**src/rtl/ptr_port_pkg.sv**
```systemverilog
package ptr_port_pkg;
  localparam int HOST_BANK_W = 2;
  localparam int HOST_OFS_W  = 4;
  localparam int BYTE_W      = 8;

  typedef enum logic [1:0] {
    ACC_NONE  = 2'd0,
    ACC_PTRLO = 2'd1,
    ACC_PTRHI = 2'd2,
    ACC_DATA  = 2'd3
  } acc_kind_e;

  typedef struct packed {
    acc_kind_e  kind;
    logic [1:0] byte_sel;
  } host_acc_t;
endpackage

```
**src/rtl/ptr_host_decode.sv**
```systemverilog
module ptr_host_decode
  import ptr_port_pkg::*;
#(
  parameter int unsigned BANK_ID  = 2,
  parameter int unsigned OFS_PLO  = 6,
  parameter int unsigned OFS_PHI  = 7,
  parameter int unsigned OFS_DAT0 = 8
) (
  input  logic                   host_wr,
  input  logic [HOST_BANK_W-1:0] host_bank,
  input  logic [HOST_OFS_W-1:0]  host_ofs,
  output host_acc_t              acc
);
  localparam int unsigned OFS_DAT3 = OFS_DAT0 + 3;

  logic in_bank;

  always_comb begin
    in_bank      = host_wr && (host_bank == HOST_BANK_W'(BANK_ID));
    acc.kind     = ACC_NONE;
    acc.byte_sel = host_ofs[1:0];
    if (in_bank) begin
      if (host_ofs == HOST_OFS_W'(OFS_PLO)) begin
        acc.kind = ACC_PTRLO;
      end else if (host_ofs == HOST_OFS_W'(OFS_PHI)) begin
        acc.kind = ACC_PTRHI;
      end else if ((host_ofs >= HOST_OFS_W'(OFS_DAT0)) &&
                   (host_ofs <= HOST_OFS_W'(OFS_DAT3))) begin
        acc.kind = ACC_DATA;
      end
    end
  end
endmodule

```
**src/rtl/ptr_reg.sv**
```systemverilog
module ptr_reg
  import ptr_port_pkg::*;
#(
  parameter int unsigned PTR_W   = 16,
  parameter int unsigned ADDR_W  = 11,
  parameter int unsigned INC_BIT = 14
) (
  input  logic              clk,
  input  logic              rst_n,
  input  host_acc_t         acc,
  input  logic [BYTE_W-1:0] din,
  output logic [PTR_W-1:0]  ptr_q
);
  localparam int unsigned CTL_W = PTR_W - ADDR_W;

  logic [PTR_W-1:0] ptr_d;
  logic             ptr_en;

  always_comb begin
    ptr_d  = ptr_q;
    ptr_en = 1'b0;
    unique case (acc.kind)
      ACC_PTRLO: begin
        ptr_d[BYTE_W-1:0] = din;
        ptr_en            = 1'b1;
      end
      ACC_PTRHI: begin
        ptr_d[PTR_W-1:BYTE_W] = din[PTR_W-BYTE_W-1:0];
        ptr_en                = 1'b1;
      end
      ACC_DATA: begin
        if (ptr_q[INC_BIT]) begin
          ptr_d  = {ptr_q[PTR_W-1:ADDR_W], ptr_q[ADDR_W-1:0] + ADDR_W'(1)};
          ptr_en = 1'b1;
        end
      end
      default: ptr_en = 1'b0;
    endcase
  end

  always_ff @(posedge clk or negedge rst_n) begin
    if (!rst_n) ptr_q <= '0;
    else if (ptr_en) ptr_q <= ptr_d;
  end

  a_r5_ctl_kept: assert property (@(posedge clk) disable iff (!rst_n)
    (acc.kind == ACC_DATA && ptr_q[INC_BIT]) |=>
      (ptr_q[PTR_W-1:ADDR_W] == $past(ptr_q[PTR_W-1:ADDR_W])) &&
      (ptr_q[ADDR_W-1:0] == $past(ptr_q[ADDR_W-1:0]) + ADDR_W'(1)));

  a_r6_fixed_hold: assert property (@(posedge clk) disable iff (!rst_n)
    (acc.kind == ACC_DATA && !ptr_q[INC_BIT]) |=> $stable(ptr_q));

  a_r2_low_load: assert property (@(posedge clk) disable iff (!rst_n)
    (acc.kind == ACC_PTRLO) |=>
      (ptr_q[BYTE_W-1:0] == $past(din)) &&
      (ptr_q[PTR_W-1:BYTE_W] == $past(ptr_q[PTR_W-1:BYTE_W])));

  a_r9_idle_hold: assert property (@(posedge clk) disable iff (!rst_n)
    (acc.kind == ACC_NONE) |=> $stable(ptr_q));

  if (CTL_W < 2) begin : g_bad_cfg
    initial $error("ptr_reg: pointer needs room for control bits");
  end
endmodule

```
**src/rtl/ptr_mem_issue.sv**
```systemverilog
module ptr_mem_issue
  import ptr_port_pkg::*;
#(
  parameter int unsigned PTR_W   = 16,
  parameter int unsigned ADDR_W  = 11,
  parameter int unsigned PKT_W   = 6,
  parameter int unsigned SEL_BIT = 15,
  parameter int unsigned INC_BIT = 14
) (
  input  logic              clk,
  input  logic              rst_n,
  input  host_acc_t         acc,
  input  logic [PTR_W-1:0]  ptr_q,
  input  logic [BYTE_W-1:0] din,
  input  logic [PKT_W-1:0]  rx_head_pkt,
  input  logic [PKT_W-1:0]  tx_pkt_num,
  output logic              mem_we,
  output logic [PKT_W-1:0]  mem_pkt,
  output logic [ADDR_W-1:0] mem_addr,
  output logic [BYTE_W-1:0] mem_wdata
);
  logic              we_d;
  logic [PKT_W-1:0]  pkt_d;
  logic [ADDR_W-1:0] addr_d;

  always_comb begin
    we_d  = (acc.kind == ACC_DATA);
    pkt_d = ptr_q[SEL_BIT] ? rx_head_pkt : tx_pkt_num;
    if (ptr_q[INC_BIT]) addr_d = ptr_q[ADDR_W-1:0];
    else addr_d = ptr_q[ADDR_W-1:0] + ADDR_W'(acc.byte_sel);
  end

  always_ff @(posedge clk or negedge rst_n) begin
    if (!rst_n) mem_we <= 1'b0;
    else mem_we <= we_d;
  end

  always_ff @(posedge clk or negedge rst_n) begin
    if (!rst_n) begin
      mem_pkt   <= '0;
      mem_addr  <= '0;
      mem_wdata <= '0;
    end else if (we_d) begin
      mem_pkt   <= pkt_d;
      mem_addr  <= addr_d;
      mem_wdata <= din;
    end
  end

  a_r3_rx_select: assert property (@(posedge clk) disable iff (!rst_n)
    (acc.kind == ACC_DATA && ptr_q[SEL_BIT]) |=> (mem_pkt == $past(rx_head_pkt)));

  a_r4_inc_base: assert property (@(posedge clk) disable iff (!rst_n)
    (acc.kind == ACC_DATA && ptr_q[INC_BIT]) |=> (mem_addr == $past(ptr_q[ADDR_W-1:0])));
endmodule

```
**src/rtl/ptr_data_port.sv**
```systemverilog
module ptr_data_port
  import ptr_port_pkg::*;
#(
  parameter int unsigned PKT_W   = 6,
  parameter int unsigned ADDR_W  = 11,
  parameter int unsigned PTR_W   = 16,
  parameter int unsigned BANK_ID = 2
) (
  input  logic                   clk,
  input  logic                   rst_n,
  input  logic                   host_wr,
  input  logic [HOST_BANK_W-1:0] host_bank,
  input  logic [HOST_OFS_W-1:0]  host_ofs,
  input  logic [BYTE_W-1:0]      host_wdata,
  input  logic [PKT_W-1:0]       rx_head_pkt,
  input  logic [PKT_W-1:0]       tx_pkt_num,
  output logic                   mem_we,
  output logic [PKT_W-1:0]       mem_pkt,
  output logic [ADDR_W-1:0]      mem_addr,
  output logic [BYTE_W-1:0]      mem_wdata
);
  localparam int unsigned SEL_BIT = PTR_W - 1;
  localparam int unsigned INC_BIT = PTR_W - 2;

  host_acc_t        acc;
  logic [PTR_W-1:0] ptr_q;

  ptr_host_decode #(.BANK_ID(BANK_ID)) u_dec (
    .host_wr  (host_wr),
    .host_bank(host_bank),
    .host_ofs (host_ofs),
    .acc      (acc)
  );

  ptr_reg #(.PTR_W(PTR_W), .ADDR_W(ADDR_W), .INC_BIT(INC_BIT)) u_ptr (
    .clk  (clk),
    .rst_n(rst_n),
    .acc  (acc),
    .din  (host_wdata),
    .ptr_q(ptr_q)
  );

  ptr_mem_issue #(
    .PTR_W(PTR_W), .ADDR_W(ADDR_W), .PKT_W(PKT_W),
    .SEL_BIT(SEL_BIT), .INC_BIT(INC_BIT)
  ) u_iss (
    .clk        (clk),
    .rst_n      (rst_n),
    .acc        (acc),
    .ptr_q      (ptr_q),
    .din        (host_wdata),
    .rx_head_pkt(rx_head_pkt),
    .tx_pkt_num (tx_pkt_num),
    .mem_we     (mem_we),
    .mem_pkt    (mem_pkt),
    .mem_addr   (mem_addr),
    .mem_wdata  (mem_wdata)
  );

  a_r8_strobe_follows: assert property (@(posedge clk) disable iff (!rst_n)
    (acc.kind == ACC_DATA) |=> mem_we);

  a_r8_strobe_only: assert property (@(posedge clk) disable iff (!rst_n)
    (acc.kind != ACC_DATA) |=> !mem_we);

  a_r10_ptr_no_strobe: assert property (@(posedge clk) disable iff (!rst_n)
    (acc.kind == ACC_PTRLO || acc.kind == ACC_PTRHI) |=> !mem_we);
endmodule

```
**config.mk**
```make
export PLATFORM = sky130hd
export DESIGN_NAME = ptr_data_port
export DESIGN_NICKNAME = d
export VERILOG_FILES = /design/src/rtl/ptr_port_pkg.sv /design/src/rtl/ptr_host_decode.sv /design/src/rtl/ptr_reg.sv /design/src/rtl/ptr_mem_issue.sv /design/src/rtl/ptr_data_port.sv
export SDC_FILE = /design/constraint.sdc
export NUM_CORES = 1
export LEC_CHECK = 0
export BUFFER_PORTS_ARGS = -buffer_cell sky130_fd_sc_hd__clkbuf_2
export CORE_MARGIN = 2
export CORE_UTILIZATION = 25
export DETAILED_ROUTE_END_ITERATION = 10
export SLEW_MARGIN = 0
export SYNTH_ARGS = -nofsm -noshare
export SYNTH_HDL_FRONTEND = slang
export SYNTH_SLANG_ARGS = --single-unit
```
**constraint.sdc**
```tcl
create_clock -name clk -period 1.8 [get_ports clk]
set_input_delay 0.09 -clock clk [delete_from_list [all_inputs] [get_ports clk]]
set_output_delay 0.09 -clock clk [all_outputs]
set_load 0.01 [all_outputs]
```
==> flow_summary.toml, run 1 <==
[run_status]
status = "finished, final reports clean"

[global_routing]
grt_pass1_vias = 1704
grt_pass1_wl_mm = 8.40
grt_overflow_total = 0
track_usage = 0.120
grt_max_degree = 33
antenna_found_initial = 0

[placed_design]
dp_hpwl_mm = 3.86
routabilityCongestion = 0.907
portBuffers = 54

[floorplan]
rows = 33
core_area_um2 = 8220
die_x_um = 96.1
design.die.area_um2 = 9240
pin_count = 55
die_y_um = 96.1
start_util = 0.258

[worst_setup_path]
startpoint_type = "register"
crit_fanout = 4
worstPathArrival_ns = 1.82
critical_path_required_ns = 1.98
worstSetupPathType = "reg2reg"
worstSetupEndpointType = "register"

[logic_synthesis]
ys_seq_area_frac = 0.460
synth_area_um2 = 2120
syn_area_per_cell_um2 = 10.0
syn_inst = 212
synth_fp_nets = 249
yosys.cell_types.count = 41
ys_ff_latch = 39
ys_warn_count = 0

[clocking]
clk_pin_slew_ns = 0.08
numClockSinks = 39
post_cts_buffers = 0
clock_latency_ns = 0.30
numCtsBuffers = 5
htree_levels = 2
cts_tree = "done"
cts_root_buf = "clkbuf_8"
cts_buffer_depth = 2

[finish]
layout.nets = 306
n_antenna_cell = 0
drive_above_1_share = 0.322
area_delta_synth_final_pct = 24.2
fillers = 868

[routing]
num_vias = 1723
drc_errors = 0
drtPass1Iterations = 4
via_per_inst = 4.59
ant_nets = 0
wl_per_cell_um = 13.7
first_iter_violations = 86
finalWirelength_mm = 5.15

[sta]
rsz0062_at_grt = "false"
period_needed_ns = 1.64
relSlewSlack = 0.678
slew_violations = 0
clock_skew_ns = 0.00674
setup_viol = 0
worst_pin_slew_ns = 0.483
holdWs_ns = 0.0432
finalHoldViolCount = 0
fin_crit_sh = 0.911
max_freq_mhz = 610

[flow_run]
maxCapViolCount = 0

[pwr]
p_leak_nw = 1.23
vdd.ir_drop.worst_mv = 0.254
total_power_mw = 1.96
powerDensity_nw_per_um2 = 746

[hold_path]
min_path_type = "in2reg"
==> where the power goes <==
part | internal [mW] | switching (mW) | leakage [nW]
registers | 0.938 | 0.0873 | 0.523
clock network | 0.349 | 0.328 | 0.0505
logic | 0.143 | 0.119 | 0.652
total | 1.43 | 0.534 | 1.23
==> kinds of logic (layout without fill, tap and decap cells) <==
family	Yosys count	count (layout)	synth area share
adders and majority gates	8	8	0.0507
DFF	39	39	0.460
muxes	18	18	0.0903
buffers and inverters	17	75	0.0437
and+or+nand+nor	74	74	0.188
AOI/OAI and AO/OA	47	47	0.130
xor gates and xnor gates	9	9	0.0372
==> repair_timing <==
item,CTS,global route
hold endpoints to repair,16,0
endpoints found under the setup margin,0,0
resized for setup,0,0
hold buffers,1,0
==> worst max-delay path, stage by stage (launching register included) <==
cell and delay (ns):
dfrtp_1 0.39, ha_1 0.22, fa_1 0.39, nand4b_1 0.19, nor2_1 0.09, xnor2_1 0.16
a21oi_1 0.08
==> final timing paths <==
kind | from | to | slack, ns | depth (start not counted)
max in group asynchronous | rst_n | u_ptr.ptr_q[1] | 0.96 | 3
worst max register to register | u_ptr.ptr_q[0] | u_iss.mem_addr[6] | 0.16 | 6
min in group asynchronous | rst_n | u_ptr.ptr_q[10] | 0.27 | 2
worst min register to register | u_iss.mem_wdata[0] | u_iss.mem_wdata[0] | 0.51 | 1
worst min-delay path | host_wdata[0] | u_iss.mem_wdata[0] | 0.04 | 2
worst max-delay path | u_ptr.ptr_q[0] | u_iss.mem_addr[6] | 0.16 | 6
==> cell type report <==
cell class	instances	area (µm²)	area share
clock buffer	7	96.3	0.0366
clock inverter	1	7.51	0.00285
inverter	4	15.0	0.00570
multi-input combinational	156	1050	0.400
sequential	39	976	0.371
tap	105	131	0.0499
timing repair buffer	63	353	0.134
==> flip-flops by register name, indices dropped and copies added, names as in the netlist <==
| register | cells |
|---|---|
| u_iss.mem_wdata | 8 |
| u_ptr.ptr_q | 13 |
| u_iss.mem_addr | 11 |
| u_iss.mem_we | 1 |
| u_iss.mem_pkt | 6 |
==> per-stage QoR <==
stage,utilization,cells,cell area [µm²],setup WS (ns),setup TNS [ns]
5_1_grt,0.321,375,2630,0.0366,0
6_report,0.321,375,2630,0.160,0
3_5_place_dp,0.307,366,2520,-0.00517,-0.00517
2_1_floorplan,-,212,2120,0.235,0
3_3_place_gp,0.307,366,2520,0.0801,0
4_1_cts,0.321,375,2630,0.139,0
==> cell usage in the layout, fill, tap and decap left out, types with 3 or more instances in the layout <==
cell type	instances
mux2i_1	9
nor2b_1	6
nor2_1	31
o21ai_0	8
a211oi_1	3
inv_1	4
buf_4	7
clkbuf_8	7
a31oi_1	3
a21oi_1	24
nand2_1	9
ha_1	6
clkbuf_2	54
xnor2_1	8
mux2_2	9
dfrtp_1	39
nor3_1	11
==> cell usage after synthesis, drive strengths merged <==
cell,instances,area [µm²]
o221ai,1,8.76
a311oi,1,8.76
nand3b,2,15.0
or2,2,12.5
a21oi,24,120
dfrtp,39,976
a211oi,3,22.5
o2bb2ai,2,17.5
ha,7,87.6
fa,1,20.0
nor4,3,40.0
o21a,1,7.51
inv,4,15.0
a21o,1,7.51
nand4b,2,17.5
xnor2,8,70.1
nor3,11,55.1
and2b,1,7.51
nand4,2,27.5
o21ai,8,40.0
o22ai,1,6.26
a31o,1,8.76
nor2b,6,37.5
nor2,31,116
xor2,1,8.76
nand2,10,45.0
nand3,2,10.0
nor3b,2,15.0
a31oi,3,18.8
buf,8,55.1
a32oi,1,8.76
mux2,9,101
mux2i,9,90.1
clkbuf,5,22.5
==> metal layers <==
layer,track usage,routed length [µm],vias up
li1,-,-,862
met2,0.179,2260,56
met3,0.0266,312,5
met4,0.0405,66,0
met5,0,0,-
met1,0.170,2510,800
Power figures use the tool's default switching activity.
==> run 2, diff against run 1 <==
CELL_PAD_IN_SITES_DETAIL_PLACEMENT = 0   (was default)
CELL_PAD_IN_SITES_GLOBAL_PLACEMENT = 1   (was default)
PLACE_DENSITY_LB_ADDON = 0.1   (was default)
==> flow_summary.toml, run 2 (same netlist as run 1, synthesis figures left out) <==
[run_status]
status = "finished, final reports clean"

[finish]
final_common_cell = "clkbuf_2"
stdcell_area_um2 = 2670
final_core_util = 0.325
largest_reg_flops = 13
largest-register = "u_ptr.ptr_q"
layout_common_cells = "clkbuf_2 (54), dfrtp_1 (39), nor2_1 (31), a21oi_1 (24), buf_4 (13)"
drive_above_1_share = 0.335
fillers = 883
largestRegisters = "u_ptr.ptr_q (13), u_iss.mem_addr (11), u_iss.mem_wdata (8)"
layout.nets = 311
n_antenna_cell = 0
area_delta_synth_final_pct = 26.0

[routing]
wl_per_cell_um = 14.1
first_iter_violations = 30
ant_nets = 0
drtPass1Iterations = 4
num_vias = 1700
drc_errors = 0
finalWirelength_mm = 5.36
via_per_inst = 4.47

[worst_setup_path]
cp_top_family = "adder cells"
r2r_setup_slack_ns = 0.13
startpoint_type = "register"
worstSetupEndpointType = "register"
crit_chain = "ha_1, fa_1, nand4b_1, buf_4, xor2_1, a21oi_1"
critical_path_required_ns = 1.97
worstSetupPathType = "reg2reg"
worstPathArrival_ns = 1.84
worst-path-buf-inv = 1
max_stage_delay_ns = 0.39
critPathSlowestCell = "fa_1"
crit_fanout = 4

[floorplan]
rows = 33
core_area_um2 = 8220
die_y_um = 96.1
die_x_um = 96.1
pin_count = 55
design.die.area_um2 = 9240
start_util = 0.258

[sta]
setup_slack_ns = 0.134
clock_skew_ns = 0.00675
relSlewSlack = 0.648
period_needed_ns = 1.67
holdWs_ns = 0.0293
rsz0062_at_grt = "false"
slew_violations = 0
fin_tns_setup_ns = 0
setup_viol = 0
worst_pin_slew_ns = 0.528
max_freq_mhz = 600
finalHoldViolCount = 0
fin_crit_sh = 0.926

[placed_design]
place_area_um2 = 2540
dp_hpwl_mm = 3.96
routabilityCongestion = 0.795
dp_slack_ns = 0.0368
portBuffers = 54

[global_routing]
track_usage = 0.126
grt_overflow_total = 0
grt_max_degree = 40
grt_pass1_vias = 1701
antenna_found_initial = 0
grt_pass1_wl_mm = 8.74

[clocking]
numClockSinks = 39
htree_levels = 2
cts_buffer_depth = 2
numCtsBuffers = 5
cts_tree = "done"
clk_pin_slew_ns = 0.08
cts_root_buf = "clkbuf_8"
clock_latency_ns = 0.30

[flow_run]
maxCapViolCount = 0

[pwr]
powerDensity_nw_per_um2 = 776
p_leak_nw = 1.26
vdd.ir_drop.worst_mv = 0.379

[hold_path]
min_path_type = "in2reg"
run 2: layer usage:
layer,global-route usage,up-vias,routed length (µm)
li1,-,873,-
met1,0.174,780,2660
met2,0.193,37,2330
met3,0.0282,10,265
met4,0.0452,0,108
met5,0,-,0
run 2: final cells by class:
type	instances	area, µm²	share of cell area
clock buffers	6	82.6	0.0309
clock inverters	2	35.0	0.0131
inverters	4	15.0	0.00562
multi-input cells	156	1050	0.395
flip-flops and latches	39	976	0.365
well taps	105	131	0.0492
repair buffers	68	378	0.141
run 2: metrics by stage:
| step | cells | total power, mW |
|---|---|---|
| 2_1_floorplan | 212 | 1.19 |
| 3_3_place_gp | 370 | 1.32 |
| 3_5_place_dp | 370 | 1.32 |
| 4_1_cts | 379 | 2.12 |
| 5_1_grt | 380 | 2.20 |
| 6_report | 380 | 2.07 |
run 2: worst reg2reg max path: cells and delay by family (launching register included):
family          cells  cell delay [ns]
buf+inv             1             0.15
compound gates      1             0.08
xor+xnor            1             0.14
simple gates        1             0.19
flops               1             0.38
fa+ha+maj           2             0.60
run 2: worst paths after layout:
kind	startpoint	endpoint	cells after the start
setup / recovery	u_ptr.ptr_q[0]	u_iss.mem_addr[4]	6
hold / removal	host_wdata[6]	u_iss.mem_wdata[6]	2
setup reg to reg	u_ptr.ptr_q[0]	u_iss.mem_addr[4]	6
hold reg to reg	u_iss.mem_wdata[7]	u_iss.mem_wdata[7]	1
max in group asynchronous	rst_n	u_iss.mem_wdata[3]	3
min in group asynchronous	rst_n	u_iss.mem_addr[0]	3
run 2: power by group:
group,total [mW],leakage (nW),switching (mW),internal [mW]
Sequential,1.02,0.523,0.0798,0.938
Combinational,0.275,0.673,0.127,0.149
Clock,0.782,0.0612,0.333,0.449
Total,2.07,1.26,0.539,1.54
run 2: what timing repair did:
item                                   4_1_cts  5_1_grt
setup buffers                                0        1
resized for setup                            0        0
setup endpoints to repair                    0        1
hold buffers                                 1        0
endpoints found under the hold margin       39        0
